--- src/rtl/tpseq_pkg.sv ---
package tpseq_pkg;
  localparam int CODE_W = 3;

  typedef enum logic [CODE_W-1:0] {
    PAT_ZERO = 3'b000,
    PAT_ONES = 3'b001,
    PAT_ALT  = 3'b010,
    PAT_AAAA = 3'b011,
    PAT_5555 = 3'b100,
    PAT_A5A5 = 3'b101,
    PAT_USR0 = 3'b110,
    PAT_USR1 = 3'b111
  } tpCode_t;

  typedef struct packed {
    logic    emit;     // pattern mode: emit a pattern word this cycle
    tpCode_t code;     // code of the slot under the pointer
    logic    altHigh;  // phase of the alternating pattern
  } tpCtl_t;
endpackage

--- src/rtl/tpseq_ctrl.sv ---
module tpseq_ctrl
  import tpseq_pkg::*;
#(
  parameter int NSLOT = 8
) (
  input  logic                    clk,
  input  logic                    rstN,
  input  logic [1:0]              modeSel,
  input  logic [NSLOT*CODE_W-1:0] slotCodes,
  output tpCtl_t                  ctl
);
  localparam int PTR_W = $clog2(NSLOT);
  localparam logic [PTR_W-1:0] LAST = PTR_W'(NSLOT - 1);

  logic [PTR_W-1:0] ptr;
  logic             altHigh;
  logic             patMode;

  assign patMode = (modeSel == 2'b11);

  always_comb begin
    ctl.emit    = patMode;
    ctl.code    = tpCode_t'(slotCodes[ptr*CODE_W +: CODE_W]);
    ctl.altHigh = altHigh;
  end

  always_ff @(posedge clk) begin
    if (!rstN || !patMode) begin
      ptr     <= '0;
      altHigh <= 1'b1;
    end else begin
      ptr <= (ptr == LAST) ? '0 : ptr + 1'b1;
      if (ctl.code == PAT_ALT) altHigh <= ~altHigh;
    end
  end

  AST_ALT_PHASE_FLIPS: assert property (@(posedge clk) disable iff (!rstN)
    (ctl.emit && ctl.code == PAT_ALT) |=> (!ctl.emit || ctl.altHigh != $past(ctl.altHigh)));

  AST_ALT_PHASE_RESTART: assert property (@(posedge clk) disable iff (!rstN)
    !ctl.emit |=> ctl.altHigh);
endmodule

--- src/rtl/tpseq_datapath.sv ---
module tpseq_datapath
  import tpseq_pkg::*;
#(
  parameter int W = 16
) (
  input  logic         clk,
  input  logic         rstN,
  input  tpCtl_t       ctl,
  input  logic [W-1:0] sampleIn,
  input  logic [W-1:0] userPatA,
  input  logic [W-1:0] userPatB,
  output logic [W-1:0] dataOut,
  output logic         patActive
);
  localparam logic [W-1:0] WORD_AAAA = {(W/2){2'b10}};
  localparam logic [W-1:0] WORD_5555 = {(W/2){2'b01}};
  localparam logic [W-1:0] WORD_A5A5 = {(W/8){8'hA5}};

  logic [W-1:0] patWord;

  always_comb begin
    case (ctl.code)
      PAT_ZERO: patWord = '0;
      PAT_ONES: patWord = '1;
      PAT_ALT:  patWord = ctl.altHigh ? '1 : '0;
      PAT_AAAA: patWord = WORD_AAAA;
      PAT_5555: patWord = WORD_5555;
      PAT_A5A5: patWord = WORD_A5A5;
      PAT_USR0: patWord = userPatA;
      default:  patWord = userPatB;
    endcase
  end

  always_ff @(posedge clk) begin
    if (!rstN) begin
      dataOut   <= '0;
      patActive <= 1'b0;
    end else begin
      dataOut   <= ctl.emit ? patWord : sampleIn;
      patActive <= ctl.emit;
    end
  end

  AST_PASS_THROUGH: assert property (@(posedge clk) disable iff (!rstN)
    !ctl.emit |=> (dataOut == $past(sampleIn) && !patActive));

  AST_FLAG_SET: assert property (@(posedge clk) disable iff (!rstN)
    ctl.emit |=> patActive);

  AST_ZERO_WORD: assert property (@(posedge clk) disable iff (!rstN)
    (ctl.emit && ctl.code == PAT_ZERO) |=> dataOut == '0);

  AST_USER_WORD: assert property (@(posedge clk) disable iff (!rstN)
    (ctl.emit && ctl.code == PAT_USR0) |=> dataOut == $past(userPatA));
endmodule

--- src/rtl/tpseq_top.sv ---
module tpseq_top
  import tpseq_pkg::*;
#(
  parameter int W     = 16,
  parameter int NSLOT = 8
) (
  input  logic                    clk,
  input  logic                    rstN,
  input  logic [1:0]              modeSel,
  input  logic [W-1:0]            sampleIn,
  input  logic [NSLOT*CODE_W-1:0] slotCodes,
  input  logic [W-1:0]            userPatA,
  input  logic [W-1:0]            userPatB,
  output logic [W-1:0]            dataOut,
  output logic                    patActive
);
  tpCtl_t ctl;

  tpseq_ctrl #(.NSLOT(NSLOT)) u_ctrl (
    .clk(clk), .rstN(rstN), .modeSel(modeSel), .slotCodes(slotCodes), .ctl(ctl)
  );

  tpseq_datapath #(.W(W)) u_dp (
    .clk(clk), .rstN(rstN), .ctl(ctl), .sampleIn(sampleIn),
    .userPatA(userPatA), .userPatB(userPatB),
    .dataOut(dataOut), .patActive(patActive)
  );

  AST_RESET_STATE: assert property (@(posedge clk)
    !rstN |=> (dataOut == '0 && !patActive));
endmodule

--- config.mk ---
export PLATFORM = sky130hd
export DESIGN_NAME = tpseq_top
export DESIGN_NICKNAME = d
export VERILOG_FILES = /design/src/rtl/tpseq_pkg.sv /design/src/rtl/tpseq_ctrl.sv /design/src/rtl/tpseq_datapath.sv /design/src/rtl/tpseq_top.sv
export SDC_FILE = /design/constraint.sdc
export NUM_CORES = 1
export LEC_CHECK = 0
export BUFFER_PORTS_ARGS = -buffer_cell sky130_fd_sc_hd__clkbuf_2
export CAP_MARGIN = 10
export CELL_PAD_IN_SITES_DETAIL_PLACEMENT = 0
export CELL_PAD_IN_SITES_GLOBAL_PLACEMENT = 2
export CORE_MARGIN = 2
export CORE_UTILIZATION = 19
export DETAILED_ROUTE_END_ITERATION = 6
export PLACE_DENSITY = 0.74
export SYNTH_ARGS = -nofsm -noshare
export SYNTH_HDL_FRONTEND = slang
export SYNTH_HIERARCHICAL = 1
export SYNTH_SLANG_ARGS = --single-unit
--- constraint.sdc ---
create_clock -name clk -period 2 [get_ports clk]
set_input_delay 0.1 -clock clk [delete_from_list [all_inputs] [get_ports clk]]
set_output_delay 0.1 -clock clk [all_outputs]
set_load 0.03 [all_outputs]
After elaboration in Yosys (flattened, before gate mapping)
Index checks and enable logic that the tools add are counted.
{ "classes": {"n_shift": 1, "eq_ne": 8, "mux": 3, "multipliers": 1, "reduce_logical": 5, "n_addsub": 1, "n_bitwise": 1} }
{ "ops": {"columns": ["op", "n"], "rows": [
  ["one-hot mux 16 bit (7 select lines)", 1],
  ["2-to-1 mux 16 bit", 2],
  ["variable part select 24 x 6 -> 3 bit", 1],
  ["equality test 3 bit, second input constant", 4],
  ["equality test 3 x 2 -> 1 bit, second input constant", 2],
  ["multiplier 3 x 2 -> 5 bit, second input constant", 1],
  ["adder 3 x 1 -> 3 bit, second input constant", 1],
  ["equality test 3 x 1 -> 1 bit, second input constant", 1],
  ["zero test 3 bit", 1],
  ["equality test 2 bit, second input constant", 1],
  ["zero test 1 bit", 2],
  ["OR reduction 2 bit", 1],
  ["logical OR 1 bit", 1],
  ["inverter 1 bit", 1]
]} }
{ "word_totals": {"in_bits": 76, "elab_cells": 24, "reg_bits": 21} }

Depth between registers and ports, before layout
Gate-level depths: netlist of run 1.
{ "depth": {"depth_word": 5, "mapped_depth": 8, "mapped_depth_nobuf": 6} }

Modules after synthesis
Netlist of run 1, hierarchy kept.
{ "modules_own_cells": {"columns": ["mod", "cells_each", "area_per_inst_um2", "n_inst"], "rows": [
  ["tpseq_datapath", 93, 880.8, 1],
  ["tpseq_ctrl", 29, 364.1, 1]
]} }

Worst setup path after synthesis of run 1
OpenSTA, ideal clock, no wires.
{ "synth_path": {"path_type": "register -> register", "start": "register u_ctrl.ptr[1]", "end": "register u_dp.dataOut[0]", "setup_slack_ns": -0.079, "arrival_ns": 1.965, "path_stages_with_launch": 9, "n_path_buf": 2, "path_cell_list": "dfxtp_1 -> buf_6 -> mux4_2 -> mux2i_1 -> inv_1 -> buf_2 -> a211o_1 -> and3_1 -> a21o_1"} }
{ "synth_lines": {"columns": ["element", "line_no", "source"], "rows": [
  ["from (decl)", "tpseq_ctrl.sv:15", "logic [PTR_W-1:0] ptr;"],
  ["from (signal assigned)", "tpseq_ctrl.sv:32", "ptr <= (ptr == LAST) ? '0 : ptr + 1'b1;"],
  ["to (signal assigned)", "tpseq_datapath.sv:39", "dataOut <= ctl.emit ? patWord : sampleIn;"],
  ["to (decl)", "tpseq_datapath.sv:12", "output logic [W-1:0] dataOut,"]
]} }

==> results.env, run 1 <==
RUN_STATUS='finished with violations'
VIOLATIONS='setup timing'
CRIT_PATH_START_KIND='flip-flop'
INITIAL_UTILIZATION=0.1961
POST_SYNTHESIS_SEQUENTIAL_ELEMENT_COUNT=21
CORE_UM2=6350
ANTENNA_CELLS_INSERTED=0
WIRE_LENGTH_OF_THE_FIRST_GLOBAL_ROUTING_PASS_MM=6.113
LARGEST_NET_DEGREE_AT_THE_START_OF_GLOBAL_ROUTING=14
SETUP.WORST_PATH.END_CLASS='flip-flop'
DETAIL_ROUTE.WIRELENGTH_MM=4.145
SYNTH_EDF_COUNT=0
CTS.CLK_SLEW.WORST_PATHS_NS=0.08
CRIT_PATH_CELL_TRACE='mux4_2, mux2_4, nor2b_4, o41ai_4, nor3_1'
H-TREE-DEPTH=1
WORST-SLEW-PIN-TRANSITION_NS=0.3809
FINAL_NETS=308
POST_ROUTE_CELLS_DRIVE_ABOVE_1_SHARE=0.6419
DIEHEIGHT_UM=84.95
MAPPEDNETLISTAREA_UM2=1245
GP_CONGESTION=0.6760
AREA_DELTA_SYNTH_FINAL_PCT=65.83
TOTAL_LEAKAGE_POWER_uW=0.0009993
HOLDCRITPATHCLASS='input port to flip-flop'
SYNTH_AREA_LEADER='sky130_fd_sc_hd__dfxtp_1'
CRITICAL-PATH-SLOWEST-CELL='sky130_fd_sc_hd__mux4_2'
SYNTHTOPCELLSBYCOUNT='21 x sky130_fd_sc_hd__dfxtp_1, 8 x sky130_fd_sc_hd__nand2b_1, 6 x sky130_fd_sc_hd__and2_1, 6 x sky130_fd_sc_hd__mux4_2, 6 x sky130_fd_sc_hd__o21ai_0'
NUM_VIAS=1370
SYNTH_NETS=200
COUNT_OF_INPUT_AND_OUTPUT_BUFFERS=92
YOSYS.AREA.TOP_TYPE_SHARE=0.3377
POST-ROUTE-MIN-PERIOD_NS=2.039
POWER_FRAC_CLOCK=0.256
FINCLKSKEW_NS=0.002429
WORSTSETUPPATHTYPE='flip-flop to flip-flop'
DRT_ITER0_MARKERS=23
SLOWEST_DELAY_NS=0.55
NUMCLOCKSINKS=21
SETUP_SLACK_NS=-0.03862
NUMPLACEDINSTANCES=298
DRT_DRC_VIOLATIONS_LEFT=0
ROUTEDWLPERCELL_UM=13.55
SYNTHTOPCELLSBYAREA='sky130_fd_sc_hd__dfxtp_1 34%, sky130_fd_sc_hd__mux4_2 11%, sky130_fd_sc_hd__mux2i_1 4.0%'
TIMING.FINAL.SETUP_VIOLATIONS=4
POSTSYNTHCELLCOUNT=122
REQUIRED_TIME_WORST_ENDPOINT_NS=2.14
FIRST_GLOBAL_VIAS=1355
CTS_HOLD_BUFFERS=0
CRITPATHARRIVALTIME_NS=2.18
MAX-CAP-VIOLATIONS=0
POSTSYNTH.ASYNCRESETSHARE=0
CTS_MAX_PATH_BUFFERS=2
CORE.ROWCOUNT=29
GRT_OVERFLOW_TOTAL=0
FP.DIEAREA_UM2=7216
CP.BUFFERS_INVERTERS=0
POSTSYNTH.TOPFLOPCELL='sky130_fd_sc_hd__dfxtp_1'
REPORT.FINAL.HOLD_VIOL_COUNT=0
TIMING_MAX_TRANSITION_VIOLATIONS_FINAL=0
CTS_INSERTED_BUFFERS=3
DRTPASS1ITERATIONS=4
DIEWIDTH_UM=84.95
PIN_COUNT=93
POWER.INTERNAL_uW=768.0
YOSYSWARNINGCOUNT=6
TIMING.FINAL.CRIT_SHARE=1.019
RSZ0062_AT_GRT='true'
NUMBER_OF_ANTENNA_VIOLATIONS_AT_THE_FIRST_CHECK_IN_GLOBAL_ROUTING=0
DRT.ANTENNA.VIOLATING_NETS=0
GROUTE.USAGE.OVERALL=0.1056
TRITONCTS='yes'
POST_LAYOUT_NONFILLER_INSTANCES=306
CLOCK_LATENCY_NS=0.26
SLEW_HEADROOM=0.7452
POWER-PER-CELL-AREA_nW_PER_UM2=537.6
YOSYS.CELL_COUNT.TOP_TYPE='sky130_fd_sc_hd__dfxtp_1'
SYNTHESIS.AREA_PER_INSTANCE_UM2=10.20
POSTLAYOUTCOREUTIL=0.3251
SW_SHARE=0.3080
PWR-SHARE-COMB=0.335
VIASPERCELL=4.477
SYNTH.YOSYS.SEQ_AREA_SHARE=0.3377
MAX_CLOCK_FREQ_MHz=490.5
SWITCHING_POWER_TOTAL_uW=341.8
IR_WORST_VDD_uV=226.8
SHARE_SEQ_OF_TOTAL_POWER=0.409
CRIT_FANOUT=5
CTSROOTBUFFERMASTER='sky130_fd_sc_hd__clkbuf_8'
DP.FINAL_HPWL_MM=3.158
SYNTH_CELL_TYPE_COUNT=35
WORST_PATH_DOMINANT_CELL_FAMILY='multiplexers'
kinds of logic after synthesis:
logic type      after synthesis  synth area share
simple gates                 37            0.1749
compound gates               36            0.2352
flops                        21            0.3377
buf+inv                      13           0.06231
mux                          13            0.1698
fa+ha+maj                     2           0.02010
area by class of cell:
type                    count  area, um2
fillers                   665       4285
multi-input cells          89      847.1
repair buffers            111      630.6
flip-flops and latches     21      429.2
well taps                  77      96.34
clock buffers               3      41.29
inverters                   4      15.01
clock inverters             1      5.005
power by group through the flow:
stage / combinational (uW) / sequential, uW / clock [uW]
3_5_place_dp: 330 / 466 / 0
6_report: 372 / 454 / 284
3_3_place_gp: 330 / 466 / 0
5_1_grt: 403 / 457 / 313
2_1_floorplan: 133 / 520 / 0
4_1_cts: 347 / 455 / 302
path summary, 6_finish.rpt:
path | start | to | slack, ns | cells after the start
setup / recovery | u_ctrl/ptr[1] | u_dp/dataOut[12] | -0.04 | 5
setup reg to reg | u_ctrl/ptr[1] | u_dp/dataOut[12] | -0.04 | 5
hold reg to reg | u_ctrl/ptr[0] | u_ctrl/ptr[0] | 0.57 | 2
hold / removal | sampleIn[15] | u_dp/dataOut[15] | 0.04 | 2
per-stage QoR:
step	TNS (ns)	setup WS [ns]	area [um2]	hold slack (ns)	total power, uW
2_1_floorplan	-0.03483	-0.01161	1261	0.2258	652.8
3_3_place_gp	-0.3526	-0.07906	1869	0.3192	795.7
3_5_place_dp	-0.5406	-0.1006	1869	0.3182	796.1
4_1_cts	-0.1542	-0.04289	1962	0.03271	1103
5_1_grt	-0.6791	-0.09797	2064	0.04465	1173
6_report	-0.1002	-0.03862	2064	0.04168	1110
layer usage:
metal | GRT usage | vias to the layer above | wire length [um]
li1 | - | 680 | -
met4 | 0.03463 | 0 | 47
met3 | 0.02237 | 4 | 297
met1 | 0.1361 | 628 | 1789
met2 | 0.1754 | 58 | 2011
met5 | 0 | - | 0
flip-flops by register name (all words and copies together) (netlist names):
signal and count:
u_dp/dataOut 16, u_ctrl/altHigh 1, u_ctrl/ptr 3, u_dp/patActive 1
cell usage in the layout (no fill, tap or decap), types with 3 or more instances in the layout:
cell	count
sky130_fd_sc_hd__clkbuf_2	92
sky130_fd_sc_hd__dfxtp_1	18
sky130_fd_sc_hd__buf_4	14
sky130_fd_sc_hd__nand2b_1	8
sky130_fd_sc_hd__mux4_2	6
sky130_fd_sc_hd__nor2_1	5
sky130_fd_sc_hd__nor3_1	5
sky130_fd_sc_hd__a21oi_2	5
sky130_fd_sc_hd__buf_6	4
sky130_fd_sc_hd__and2_1	4
sky130_fd_sc_hd__nand3b_1	4
sky130_fd_sc_hd__a32o_1	4
sky130_fd_sc_hd__a221oi_1	4
sky130_fd_sc_hd__a32oi_2	4
sky130_fd_sc_hd__o21ai_0	4
sky130_fd_sc_hd__mux2i_1	4
sky130_fd_sc_hd__o2bb2ai_1	4
sky130_fd_sc_hd__a21o_1	4
sky130_fd_sc_hd__clkbuf_8	3
timing repair:
item | CTS | global route
resized for setup | 7 | 24
buffers inserted | 3 | 0
gates cloned | 0 | 1
pin swaps | 4 | 7
endpoints found under the setup margin | 13 | 17
(Power assumes the default switching activity.)
==> run 2, diff against run 1 <==
--- a/config.mk
+++ b/config.mk
@@ -12,6 +12,7 @@
 export CORE_MARGIN = 2
 export CORE_UTILIZATION = 19
 export DETAILED_ROUTE_END_ITERATION = 6
+export HOLD_SLACK_MARGIN = 0.06
 export PLACE_DENSITY = 0.74
 export SYNTH_ARGS = -nofsm -noshare
 export SYNTH_HDL_FRONTEND = slang
==> constraint.sdc (replaced) <==
create_clock -name clk -period 2 [get_ports clk]
set_input_delay 0.4 -clock clk [delete_from_list [all_inputs] [get_ports clk]]
set_output_delay 0.4 -clock clk [all_outputs]
set_load 0.03 [all_outputs]
==> results.env, run 2 (same netlist as run 1, synthesis figures left out) <==
CP-STARTPOINT='u_ctrl/ptr[1]'
DRT_ITER0_MARKERS=20  # -13%
FIN_AREA_UM2=1962  # -5.0%
CORE.ROWCOUNT=29  # unchanged
POWER-PER-CELL-AREA_nW_PER_UM2=550.5  # +2.4%
MAX_CLOCK_FREQ_MHz=499.4  # +1.8%
RSZ0062_AT_GRT='true'
GROUTE.USAGE.OVERALL=0.1071  # +0.001521
TOTAL_LEAKAGE_POWER_uW=0.0009627  # -3.7%
MIN_DELAY_SRC='sampleIn[5]'
VIASPERCELL=4.403  # -1.7%
FIRST_GLOBAL_VIAS=1342  # -0.96%
AREA_DELTA_SYNTH_FINAL_PCT=57.59
TIMING.FINAL.CRIT_SHARE=1.001  # -0.01817
WORST_PATH_DOMINANT_CELL_FAMILY='multiplexers'
PRECTSSETUPSLACK_NS=-0.08490  # +0.01573 ns
TIMING_MAX_TRANSITION_VIOLATIONS_FINAL=0  # unchanged
NUMPLACEDINSTANCES=295  # -1.0%
CRITICAL-PATH-SLOWEST-CELL='sky130_fd_sc_hd__mux4_2'
MOSTFREQUENTLAYOUTCELL='sky130_fd_sc_hd__clkbuf_2'
CLOCK_LATENCY_NS=0.26  # about the same
CRIT_PATH_CELL_TRACE='mux4_2, mux2i_2, inv_2, buf_6, a211o_1, and3_4, a21o_1'
SETUP_SLACK_NS=-0.002276  # +0.03634 ns
CTS_INSERTED_BUFFERS=3  # unchanged
POST_LAYOUT_NONFILLER_INSTANCES=303  # -0.98%
HOLDCRITPATHCLASS='input port to flip-flop'
CTS_HOLD_BUFFERS=0  # unchanged
VIOLATIONS='setup timing'
NUMCLOCKSINKS=21  # unchanged
SETUP.WORST_PATH.END_CLASS='flip-flop'
WIRE_LENGTH_OF_THE_FIRST_GLOBAL_ROUTING_PASS_MM=6.141  # +0.46%
DRT_DRC_VIOLATIONS_LEFT=0  # unchanged
WORSTSETUPPATHTYPE='flip-flop to flip-flop'
REQUIRED_TIME_WORST_ENDPOINT_NS=2.16  # +0.02 ns
ROUTEDWLPERCELL_UM=12.69  # -6.3%
TRITONCTS='yes'
DRT.ANTENNA.VIOLATING_NETS=0  # unchanged
GRT_OVERFLOW_TOTAL=0  # unchanged
POST-LAYOUT-TOTAL-POWER_uW=1080  # -2.7%
IR_WORST_VDD_uV=269.4  # +19%
NUMBER_OF_ANTENNA_VIOLATIONS_AT_THE_FIRST_CHECK_IN_GLOBAL_ROUTING=0  # unchanged
CRITPATHARRIVALTIME_NS=2.17  # about the same
CRIT_FANOUT=8  # +3
MAX-CAP-VIOLATIONS=0  # unchanged
POST-ROUTE-MIN-PERIOD_NS=2.002  # -0.03634 ns
GP_CONGESTION=0.7192  # +6.4%
DP.FINAL_HPWL_MM=3.187  # +0.91%
LARGEST_REG_FLOPS=16  # unchanged
REPORT.FINAL.HOLD_VIOL_COUNT=0  # unchanged
CORE_UM2=6350  # unchanged
RUN_STATUS='finished with violations'
LARGEST_REGS='u_dp/dataOut x16, u_ctrl/ptr x3'
PLACEDINSTANCEAREA_UM2=1859  # -0.54%
CTSROOTBUFFERMASTER='sky130_fd_sc_hd__clkbuf_8'
PIN_COUNT=93  # unchanged
INITIAL_UTILIZATION=0.1961  # unchanged
POST_ROUTE_CELLS_DRIVE_ABOVE_1_SHARE=0.5841  # -0.05785
FP.DIEAREA_UM2=7216  # unchanged
LARGEST_NET_DEGREE_AT_THE_START_OF_GLOBAL_ROUTING=13  # -1
R2R_SETUP_SLACK_NS=-0.002  # +0.04 ns
CRIT_PATH_START_KIND='flip-flop'
LAYOUT_COMMON_CELLS='92 x sky130_fd_sc_hd__clkbuf_2, 18 x sky130_fd_sc_hd__dfxtp_1, 15 x sky130_fd_sc_hd__buf_4'
USE_MET2=0.1847  # +0.009233
SLEW_HEADROOM=0.7632  # +0.01799
WORST-SLEW-PIN-TRANSITION_NS=0.3540  # -0.02690 ns
DETAIL_ROUTE.WIRELENGTH_MM=3.844  # -7.3%
CTS_MAX_PATH_BUFFERS=2  # unchanged
CTS.CLK_SLEW.WORST_PATHS_NS=0.08  # about the same
POSTLAYOUTCOREUTIL=0.3090  # -0.01616
MAX_FLOP_REGISTER='u_dp/dataOut'
SLOWEST_DELAY_NS=0.51  # -0.04 ns
DIEWIDTH_UM=84.95  # unchanged
GLOBAL_ROUTE.PEAK_USAGE_LAYER='met2'
DRTPASS1ITERATIONS=4  # unchanged
REGTOREGSTARTPOINT='u_ctrl/ptr[1]'
GLOBAL_ROUTE_TRACK_USAGE_ON_MET1=0.1324  # -0.003768
FINCLKSKEW_NS=0.001614  # -0.0008157 ns
DIEHEIGHT_UM=84.95  # unchanged
FINAL_NETS=305  # -0.97%
H-TREE-DEPTH=1  # unchanged
CP.BUFFERS_INVERTERS=2  # +2
NUM_VIAS=1334  # -2.6%
GR-USAGE-MET3=0.02335  # +0.0009728
COUNT_OF_INPUT_AND_OUTPUT_BUFFERS=92  # unchanged
TIMING.FINAL.SETUP_VIOLATIONS=1  # -3
ANTENNA_CELLS_INSERTED=0  # unchanged
[run 2: cell count changes in the layout (fill, tap and decap cells not counted), sizes merged]
cell / previous run / this run
clkinv: 2 / 1
buf: 19 / 17
mux2: 3 / 2
clkbuf: 95 / 96
[run 2: power by group]
group	leakage, uW	switching (uW)	total, uW	internal, uW
Combinational	0.000764	172	338	166
Sequential	0.000176	8.90	454	445
Clock	0.0000228	146	288	142
[run 2: what timing repair did]
item                       4_1_cts  5_1_grt
setup endpoints to repair       17       17
gates cloned                     0        0
pin swaps                        4        1
resized for setup                5        5
setup buffers                    4        0
[run 2: per-stage QoR]
| step | hold slack [ns] | setup TNS (ns) |
|---|---|---|
| 4_1_cts | 0.3498 | -0.2876 |
| 6_report | 0.3538 | -0.002276 |
| 3_5_place_dp | 0.6254 | -0.7508 |
| 5_1_grt | 0.3511 | -1.214 |
| 2_1_floorplan | 0.5246 | -0.03483 |
| 3_3_place_gp | 0.6218 | -0.5134 |
[run 2: per-layer routing]
| metal | up-vias | part of all wire |
|---|---|---|
| li1 | 675 | - |
| met1 | 605 | 0.43 |
| met2 | 50 | 0.49 |
| met3 | 4 | 0.070 |
| met4 | 0 | 0.012 |
| met5 | - | 0 |
[run 2: area by class of cell]
cell class	count	area, um2
tap	77	96.34
inverter	4	15.01
multi-input combinational	88	774.5
fill	705	4388
clock buffer	4	45.04
timing repair buffer	109	604.3
sequential	21	426.7
[run 2: path summary, 6_finish.rpt]
path,endpoint,depth (start not counted)
max,u_dp/dataOut[2],7
min,u_dp/dataOut[5],2
max reg2reg,u_dp/dataOut[2],7
min reg2reg,u_ctrl/ptr[0],2
